[config.mk]
export PLATFORM = sky130hd
export DESIGN_NAME = hostport_bridge
export DESIGN_NICKNAME = d
export VERILOG_FILES = /design/src/rtl/hpb_pkg.sv /design/src/rtl/hpb_rst_sync.sv /design/src/rtl/hpb_stb_edge.sv /design/src/rtl/hpb_mem_port.sv /design/src/rtl/hpb_ctl.sv /design/src/rtl/hostport_bridge.sv
export SDC_FILE = /design/constraint.sdc
export NUM_CORES = 1
export LEC_CHECK = 0
export ABC_AREA = 1
export BUFFER_PORTS_ARGS = -buffer_cell sky130_fd_sc_hd__buf_2
export CAP_MARGIN = 30
export CORE_MARGIN = 1
export CORE_UTILIZATION = 57
export DETAILED_ROUTE_END_ITERATION = 10
export GPL_TIMING_DRIVEN = 0
export PLACE_DENSITY = 0.93
export SLEW_MARGIN = 20
export SYNTH_ARGS = -nofsm -noshare
export SYNTH_HDL_FRONTEND = slang
export SYNTH_SLANG_ARGS = --single-unit
[constraint.sdc]
create_clock -name clk -period 6.1 [get_ports clk]
set_clock_uncertainty 0.15 [all_clocks]
set_input_delay 0.305 -clock clk [delete_from_list [all_inputs] [get_ports clk]]
set_output_delay 0.305 -clock clk [all_outputs]
set_load 0.005 [all_outputs]
[src/rtl/hpb_pkg.sv]
package hpb_pkg;

  typedef enum logic [1:0] {
    SEL_CTRL     = 2'b00,
    SEL_ADDR     = 2'b01,
    SEL_DATA_INC = 2'b10,
    SEL_DATA_FIX = 2'b11
  } hsel_e;

  // A transfer carries the low half when the order bit and the
  // second-transfer flag differ.
  function automatic logic low_half(input logic lo_first, input logic second);
    return lo_first ^ second;
  endfunction

endpackage

[src/rtl/hpb_rst_sync.sv]
module hpb_rst_sync (
  input  logic clk,
  input  logic rst_n,
  output logic rst_sync_n
);
  logic [1:0] sync_q;

  always_ff @(posedge clk or negedge rst_n) begin
    if (!rst_n) sync_q <= 2'b00;
    else        sync_q <= {sync_q[0], 1'b1};
  end

  assign rst_sync_n = sync_q[1];
endmodule

[src/rtl/hpb_stb_edge.sv]
module hpb_stb_edge (
  input  logic clk,
  input  logic rst_n,
  input  logic stb,
  output logic rise,
  output logic fall
);
  logic stb_q;

  always_ff @(posedge clk or negedge rst_n) begin
    if (!rst_n) stb_q <= 1'b0;
    else        stb_q <= stb;
  end

  assign rise = stb & ~stb_q;
  assign fall = ~stb & stb_q;
endmodule

[src/rtl/hpb_mem_port.sv]
module hpb_mem_port #(
  parameter int DATA_W = 32
) (
  input  logic              clk,
  input  logic              rst_n,
  input  logic              start,
  input  logic              start_we,
  input  logic [DATA_W-1:0] start_addr,
  input  logic [DATA_W-1:0] start_wdata,
  output logic              mem_req,
  output logic              mem_we,
  output logic [DATA_W-1:0] mem_addr,
  output logic [DATA_W-1:0] mem_wdata,
  input  logic [DATA_W-1:0] mem_rdata,
  input  logic              mem_ack,
  output logic              busy,
  output logic              rd_done,
  output logic [DATA_W-1:0] rd_data
);
  logic              req_q, req_n;
  logic              we_q, we_n;
  logic [DATA_W-1:0] addr_q, addr_n;
  logic [DATA_W-1:0] wdata_q, wdata_n;

  always_comb begin
    req_n   = req_q;
    we_n    = we_q;
    addr_n  = addr_q;
    wdata_n = wdata_q;
    if (req_q && mem_ack) begin
      req_n = 1'b0;
    end else if (!req_q && start) begin
      req_n   = 1'b1;
      we_n    = start_we;
      addr_n  = start_addr;
      wdata_n = start_wdata;
    end
  end

  always_ff @(posedge clk or negedge rst_n) begin
    if (!rst_n) begin
      req_q   <= 1'b0;
      we_q    <= 1'b0;
      addr_q  <= '0;
      wdata_q <= '0;
    end else begin
      req_q   <= req_n;
      we_q    <= we_n;
      addr_q  <= addr_n;
      wdata_q <= wdata_n;
    end
  end

  assign mem_req   = req_q;
  assign mem_we    = we_q;
  assign mem_addr  = addr_q;
  assign mem_wdata = wdata_q;
  assign busy      = req_q;
  assign rd_done   = req_q & mem_ack & ~we_q;
  assign rd_data   = mem_rdata;


  req_hold_chk: assert property (@(posedge clk) disable iff (!rst_n)
    (req_q && !mem_ack) |=> (req_q && $stable(addr_q) && $stable(we_q)));


  done_drop_chk: assert property (@(posedge clk) disable iff (!rst_n)
    (req_q && mem_ack) |=> !req_q);


  busy_start_chk: assert property (@(posedge clk) disable iff (!rst_n)
    start |-> !req_q);
endmodule

[src/rtl/hpb_ctl.sv]
module hpb_ctl
  import hpb_pkg::*;
#(
  parameter int DATA_W = 32
) (
  input  logic                clk,
  input  logic                rst_n,
  input  logic                rise,
  input  logic                fall,
  input  logic                busy,
  input  hsel_e               sel,
  input  logic                rnw,
  input  logic                half,
  input  logic [DATA_W/2-1:0] din,
  input  logic                rd_done,
  input  logic [DATA_W-1:0]   rd_data,
  output logic                lo_first,
  output logic [DATA_W-1:0]   addr,
  output logic [DATA_W-1:0]   latch,
  output logic                start,
  output logic                start_we,
  output logic [DATA_W-1:0]   start_addr,
  output logic [DATA_W-1:0]   start_wdata
);
  localparam int HALF_W = DATA_W / 2;
  localparam logic [DATA_W-1:0] STEP_V = DATA_W'(DATA_W / 8);

  logic              lf_q, lf_n;
  logic [DATA_W-1:0] addr_q, addr_n;
  logic [DATA_W-1:0] lat_q, lat_n;
  logic              pf_q, pf_n;     // latch holds prefetched word at addr_q
  logic              h1_q, h1_n;     // last accepted: increment-mode second half
  logic              h1rd_q, h1rd_n; // ... and it was a read
  logic              acc, lowp;

  assign acc  = rise & ~busy;
  assign lowp = low_half(lf_q, half);

  always_comb begin
    lf_n        = lf_q;
    addr_n      = addr_q;
    lat_n       = lat_q;
    pf_n        = pf_q;
    h1_n        = h1_q;
    h1rd_n      = h1rd_q;
    start       = 1'b0;
    start_we    = 1'b0;
    start_addr  = addr_q;
    start_wdata = lat_q;

    if (rd_done) lat_n = rd_data;

    if (acc) begin
      h1_n   = (sel == SEL_DATA_INC) && half;
      h1rd_n = rnw;
      if (!rnw) pf_n = 1'b0;
      unique case (sel)
        SEL_CTRL: begin
          if (!rnw) lf_n = din[0];
        end
        SEL_ADDR: begin
          if (!rnw) begin
            if (lowp) addr_n[HALF_W-1:0]      = din;
            else      addr_n[DATA_W-1:HALF_W] = din;
          end
        end
        default: begin
          if (!rnw) begin
            if (lowp) lat_n[HALF_W-1:0]      = din;
            else      lat_n[DATA_W-1:HALF_W] = din;
            if (half) begin
              start       = 1'b1;
              start_we    = 1'b1;
              start_wdata = lat_n;
            end
          end else if (!half) begin
            if (!((sel == SEL_DATA_INC) && pf_q)) start = 1'b1;
            if (sel == SEL_DATA_FIX) pf_n = 1'b0;
          end
        end
      endcase
    end else if (fall && h1_q && !busy) begin
      h1_n   = 1'b0;
      addr_n = addr_q + STEP_V;
      if (h1rd_q) begin
        start      = 1'b1;
        start_addr = addr_n;
        pf_n       = 1'b1;
      end
    end
  end

  always_ff @(posedge clk or negedge rst_n) begin
    if (!rst_n) begin
      lf_q   <= 1'b0;
      addr_q <= '0;
      lat_q  <= '0;
      pf_q   <= 1'b0;
      h1_q   <= 1'b0;
      h1rd_q <= 1'b0;
    end else begin
      lf_q   <= lf_n;
      addr_q <= addr_n;
      lat_q  <= lat_n;
      pf_q   <= pf_n;
      h1_q   <= h1_n;
      h1rd_q <= h1rd_n;
    end
  end

  assign lo_first = lf_q;
  assign addr     = addr_q;
  assign latch    = lat_q;


  wr_second_half_chk: assert property (@(posedge clk) disable iff (!rst_n)
    (start && start_we) |-> (rise && half && !rnw));


  rd_second_nostart_chk: assert property (@(posedge clk) disable iff (!rst_n)
    (rise && rnw && half) |-> !start);


  inc_step_chk: assert property (@(posedge clk) disable iff (!rst_n)
    (fall && h1_q && !busy) |=> (addr_q == $past(addr_q) + STEP_V));


  fix_addr_chk: assert property (@(posedge clk) disable iff (!rst_n)
    (acc && (sel == SEL_DATA_FIX)) |=> $stable(addr_q));
endmodule

[src/rtl/hostport_bridge.sv]
module hostport_bridge
  import hpb_pkg::*;
#(
  parameter int DATA_W = 32
) (
  input  logic                clk,
  input  logic                rst_n,
  input  logic [1:0]          host_sel,
  input  logic                host_rnw,
  input  logic                host_half,
  input  logic                host_stb,
  input  logic [DATA_W/2-1:0] host_din,
  output logic [DATA_W/2-1:0] host_dout,
  output logic                host_doe,
  output logic                host_busy,
  output logic                mem_req,
  output logic                mem_we,
  output logic [DATA_W-1:0]   mem_addr,
  output logic [DATA_W-1:0]   mem_wdata,
  input  logic [DATA_W-1:0]   mem_rdata,
  input  logic                mem_ack
);
  localparam int HALF_W = DATA_W / 2;

  logic              rst_i_n;
  logic              rise, fall, busy;
  hsel_e             sel;
  logic              lf;
  logic [DATA_W-1:0] addr, latch;
  logic              start, start_we;
  logic [DATA_W-1:0] start_addr, start_wdata;
  logic              rd_done;
  logic [DATA_W-1:0] rd_data;
  logic [DATA_W-1:0] rd_word;

  assign sel = hsel_e'(host_sel);

  hpb_rst_sync u_rst (
    .clk        (clk),
    .rst_n      (rst_n),
    .rst_sync_n (rst_i_n)
  );

  hpb_stb_edge u_edge (
    .clk   (clk),
    .rst_n (rst_i_n),
    .stb   (host_stb),
    .rise  (rise),
    .fall  (fall)
  );

  hpb_ctl #(.DATA_W(DATA_W)) u_ctl (
    .clk         (clk),
    .rst_n       (rst_i_n),
    .rise        (rise),
    .fall        (fall),
    .busy        (busy),
    .sel         (sel),
    .rnw         (host_rnw),
    .half        (host_half),
    .din         (host_din),
    .rd_done     (rd_done),
    .rd_data     (rd_data),
    .lo_first    (lf),
    .addr        (addr),
    .latch       (latch),
    .start       (start),
    .start_we    (start_we),
    .start_addr  (start_addr),
    .start_wdata (start_wdata)
  );

  hpb_mem_port #(.DATA_W(DATA_W)) u_mem (
    .clk         (clk),
    .rst_n       (rst_i_n),
    .start       (start),
    .start_we    (start_we),
    .start_addr  (start_addr),
    .start_wdata (start_wdata),
    .mem_req     (mem_req),
    .mem_we      (mem_we),
    .mem_addr    (mem_addr),
    .mem_wdata   (mem_wdata),
    .mem_rdata   (mem_rdata),
    .mem_ack     (mem_ack),
    .busy        (busy),
    .rd_done     (rd_done),
    .rd_data     (rd_data)
  );

  // Read word selection; the order bit is mirrored into both halves.
  always_comb begin
    unique case (sel)
      SEL_CTRL: rd_word = {{(HALF_W-1){1'b0}}, lf, {(HALF_W-1){1'b0}}, lf};
      SEL_ADDR: rd_word = addr;
      default:  rd_word = latch;
    endcase
  end

  assign host_dout = low_half(lf, host_half) ? rd_word[HALF_W-1:0]
                                             : rd_word[DATA_W-1:HALF_W];
  assign host_doe  = host_stb & host_rnw & ~busy;
  assign host_busy = busy;


  doe_quiet_chk: assert property (@(posedge clk) disable iff (!rst_i_n)
    (!host_stb || !host_rnw) |-> !host_doe);
endmodule

# Word level (Yosys, flattened, before mapping)
# Cells that the tools add are included.
[word_totals]
register_bits = 137
input_bits = 56
out_inout_bits = 84
wordCells = 96
[op_classes]
n_addsub = 1
eq_ne = 7
muxes = 44
bitwise_logic = 14
reduce_logical = 17
[op_table]
columns = ["operator", "count"]
rows = [
  ["32-bit 2-to-1 mux", 15],
  ["16-bit 2-to-1 mux", 5],
  ["32-bit one-hot mux with 2 select lines", 1],
  ["32-bit by 3-bit adder with 32-bit output (second input constant)", 1],
  ["1-bit 2-to-1 mux", 23],
  ["2-bit inequality test (second input constant)", 4],
  ["4-bit AND reduction", 2],
  ["1-bit AND", 7],
  ["1-bit logical AND", 6],
  ["1-bit NOT", 6],
  ["2-bit nonzero test", 3],
  ["2-bit equality test (second input constant)", 2],
  ["2-bit AND reduction", 2],
  ["3-bit AND reduction", 1],
  ["2-bit by 1-bit equality test with 1-bit output (second input constant)", 1],
  ["2-bit logical NOT", 1],
  ["2-bit OR reduction", 1],
  ["1-bit logical NOT", 1],
  ["1-bit XOR", 1],
]

# Depth between registers and ports, before layout
[logic_depth]
ltp_word = 10
depth_mapped = 11
depth_no_buf = 11

# Cells and area by module
# A second synthesis with hierarchy kept.
[unflattened]
cells_unflattened = 1307
area_unflattened_um2 = 8979.9
[by_module_without_submodules]
columns = ["mod", "n_inst", "cells_per_inst", "area_each_um2", "seq_area_each_um2"]
rows = [
  ["hpb_ctl", 1, 812, 5300.1, 1701.6],
  ["hpb_mem_port", 1, 320, 2859.0, 1651.6],
  ["hostport_bridge", 1, 167, 726.9, 0.0],
  ["hpb_rst_sync", 1, 3, 53.8, 50.0],
  ["hpb_stb_edge", 1, 5, 40.0, 25.0],
]

# Worst setup path after synthesis
# Ideal clock, no wire load.
[synth_path]
path_type = "reg2out"
from = "register u_ctl.lf_q, in the netlist u_ctl.lo_first"
to = "output host_dout[10]"
arrival_time_ns = 1.341
t_required_ns = 5.645
setup_slack_ns = 4.304
path_stages_with_launch = 8
path_buffers = 2
cell_sequence = "dfrtp_1 > or2_1 > nand2_2 > inv_2 > buf_2 > buf_2 > a221oi_1 > a21oi_1"
[synth_via]
elab_chain_cells = 2
[synth_rtl]
columns = ["item", "line", "text"]
rows = [
  ["start, declared", "hpb_ctl.sv:28", "logic lf_q, lf_n;"],
  ["start signal, assigned", "hpb_ctl.sv:102", "lf_q <= lf_n;"],
  ["1-bit XOR", "hpb_pkg.sv:13", "return lo_first ^ second;"],
  ["16-bit 2-to-1 mux", "hostport_bridge.sv:100", "assign host_dout = low_half(lf, host_half) ? rd_word[HALF_W-1:0]"],
  ["end, declared", "hostport_bridge.sv:13", "output logic [DATA_W/2-1:0] host_dout,"],
]
# No other way between the ends.

# Worst setup path after layout
[layout_path]
from = "register u_ctl.lf_q, in the netlist u_ctl.lo_first"
to = "output host_dout[7]"
# Same word-level chain as after synthesis.

==> run_results.csv <==
group,metric,value,unit
timing,fmax,365,MHz
grt,grtUsageTotal,0.445,
timing,finalSetupTns,0,ps
critical_path,crit_path_max_incr_delay,400,ps
timing,slew_viol_final,0,
timing,rsz0062_at_grt,"false",
layout,final_common_cell,"nand2_1",
critical_path,crit_arrival,2290,ps
floorplanning,coreArea,14000,um2
clock_network,htree_num_levels,4,
power_and_ir_drop,p_leak,5.08,nW
min_path,hp-class,"in -> async",
yosys,synth_warnings,0,
floorplanning,start_util,0.590,
route,drt_iter0_drc,1490,
floorplanning,io_pins,140,
layout,nets,1434,
critical_path,crit_top_cell,"buf_2",
grt,grt_max_degree,58,
clock_network,cts_root_buf,"clkbuf_16",
timing,finalCritPeriodShare,0.449,
yosys,avgSynthCellArea,6.79,um2
yosys,yosysSeqAreaShare,0.415,
job,drv_cap,0,
floorplanning,die-area,15000,um2
placed_design,dp_cells,1536,
critical_path,slowest_stage,"dfrtp_1",
yosys,ys_types,39,
layout,areaGrowthSynthToFinish,20.3,%
grt,antenna_found_initial,0,
layout,nFillCells,1194,
critical_path,critPathMaxFanout,10,
clock_network,cts_tree,"built",
layout,final_cell_mix,"406 x nand2_1, 164 x buf_2, 142 x nor2_1, 136 x dfrtp_1, 101 x a21oi_1",
critical_path,worst-setup-path-type,"reg -> out",
clock_network,clk_pin_slew,60,ps
critical_path,start_kind,"register",
timing,maxSlewHeadroom,0.550,
timing,tightest_slew,676,ps
placed_design,numPortBuffers,138,
clock_network,cts_inserted_buffers,17,
floorplanning,die_w,122,um
floorplanning,die_h,122,um
route,vias_per_cell,6.06,
clock_network,clock_latency,430,ps
route,totalWireLength,32500,um
power_and_ir_drop,p_per_area,510,nW/um2
timing,setup_viol,0,
clock_network,clock_path_buffers,2,
critical_path,path_buf_inv,4,
run_status,outcome,"complete, no violations",
route,ant_nets,0,
critical_path,reg2reg_setup_slack,3580,ps
layout,drive_gt1_frac,0.179,
clock_network,clkSinkCount,137,
timing,hold_viol,0,
critical_path,cp_cell_sequence,"or2_1, nand2_2, inv_2, buf_2, buf_2, a221oi_1, a21oi_1, buf_2",
critical_path,cp_top_family,"buffers and inverters",
power_and_ir_drop,peakVddDrop,0.313,mV
route,routedWlPerCell,20.7,um
critical_path,cp.required,5640,ps
yosys,synth_area,8250,um2
route,dr_total_vias,9509,
timing,period_minus_slack,2740,ps
floorplanning,row_count,43,
grt,grt_overflow_total,0,
layout,fin_cells,1569,
placed_design,dp_hpwl,24200,um
critical_path,end_kind,"output port",
yosys,syn_inst,1216,
route,firstDrtPassIters,6,
layout,antenna_cells,0,
route,drc,0,
grt,grt_pass1_vias,8614,
yosys,ys_ff_latch,137,
grt,grt_pass1_wl,48400,um
yosys,synth_nets,1273,
placed_design,gp_congestion,1.00,
[worst paths after layout]
kind,startpoint,endpoint,depth (start not counted)
worst max-delay path,u_ctl.lo_first$_DFFE_PN0P_,host_dout[7],8
worst min-delay path,rst_n,u_rst.sync_q[1]$_DFF_PN0_,2
worst max register to register,u_ctl.addr[3]$_DFFE_PN0P_,u_mem.mem_addr[16]$_DFFE_PN0P_,10
worst min register to register,u_rst.sync_q[1]$_DFF_PN0_,u_mem.mem_addr[21]$_DFFE_PN0P_,0
max in group asynchronous,u_rst.sync_q[1]$_DFF_PN0_,u_ctl.latch[3]$_DFF_PN0_,1
min in group clk,host_half,u_ctl.h1_q$_DFFE_PN0P_,3
[where the power goes]
part / internal (mW) / switching, mW
Clock: 0.797 / 0.412
Combinational: 0.751 / 1.32
Sequential: 1.33 / 0.459
Total: 2.88 / 2.19
[layer usage]
layer / part of all wire / GRT usage / vias to the layer above / routed length, um
met5: 0 / 0 / - / 0
met4: 0.051 / 0.233 / 0 / 1650
met3: 0.14 / 0.132 / 144 / 4430
met2: 0.42 / 0.628 / 754 / 13600
met1: 0.39 / 0.614 / 4357 / 12800
li1: - / - / 4254 / -
[Yosys cell counts]
library cell	number	area, um2
buf_4	12	90.1
conb_1	1	3.75
o21ai_1	34	170
clkbuf_1	25	93.8
buf_2	26	130
a41oi_1	1	8.76
nor3b_1	1	7.51
nand2_2	8	50.1
nor2_4	4	45.0
nand3_1	57	285
nand3_2	2	20.0
xnor2_1	1	8.76
xor2_1	10	87.6
nor2_1	142	533
or2_2	1	6.26
o21bai_1	1	7.51
nand4_1	7	43.8
a22oi_1	1	7.51
nor3_1	6	30.0
inv_1	82	308
a221oi_1	15	131
dfrtp_1	137	3430
nor4_1	2	12.5
o21ai_0	95	475
a31oi_1	3	18.8
buf_6	3	33.8
clkbuf_2	1	5.00
inv_2	8	30.0
a21oi_1	101	505
o31ai_1	2	15.0
or2_1	1	6.26
nand2_1	406	1520
o22ai_1	2	12.5
o221ai_1	1	8.76
buf_1	2	7.51
clkinv_2	1	5.00
ha_1	1	12.5
o211ai_1	2	15.0
nor2_2	11	68.8
[repair_timing]
item / 4_1_cts / 5_1_grt
endpoints found under the hold margin: 3 / 0
hold buffers: 2 / 0
buffers inserted: 0 / 0
resized for setup: 0 / 0
setup endpoints to repair: 0 / 0
[through the flow]
| step | area [um2] | setup WS, ps | power, mW | util | hold slack [ps] |
|---|---|---|---|---|---|
| after floorplan | 8250 | 1850 | 2.89 | - | -141 |
| after global placement | 9170 | 263 | 3.68 | 0.655 | -61.6 |
| after detailed placement | 9230 | 3800 | 3.75 | 0.660 | -56.9 |
| after CTS | 9930 | 3410 | 4.97 | 0.710 | 44.9 |
| after global routing | 9930 | 3280 | 5.35 | 0.710 | 50.4 |
| final | 9930 | 3360 | 5.07 | 0.710 | 44.2 |
[kinds of logic after synthesis]
group                    Yosys count  synth area share
AO/OA/AOI/OAI                    258             0.167
XOR/XNOR                          11            0.0117
adder cells (fa/ha/maj)            1           0.00152
buffers and inverters            160            0.0852
flip-flops                       137             0.415
other                              1          0.000454
AND/OR/NAND/NOR                  648             0.319
[final cells by class]
cell class / instances / area, um2 / share of cell area
timing repair buffer: 142 / 766 / 0.0771
buffer: 69 / 360 / 0.0363
tap: 180 / 225 / 0.0227
multi-input combinational: 919 / 4120 / 0.415
inverter: 91 / 343 / 0.0345
clock inverter: 11 / 218 / 0.0219
sequential: 137 / 3430 / 0.346
clock buffer: 20 / 467 / 0.0470
[sequential cells by signal, indices dropped and copies added, names as in the netlist]
signal	flops
u_edge.stb_q	1
u_mem.mem_addr	32
u_ctl.lo_first	1
u_mem.mem_we	1
u_mem.mem_wdata	32
u_ctl.h1_q	1
u_ctl.h1rd_q	1
u_ctl.addr	32
u_ctl.latch	32
u_rst.sync_q	2
u_ctl.pf_q	1
u_mem.busy	1
(Power assumes the default switching activity.)
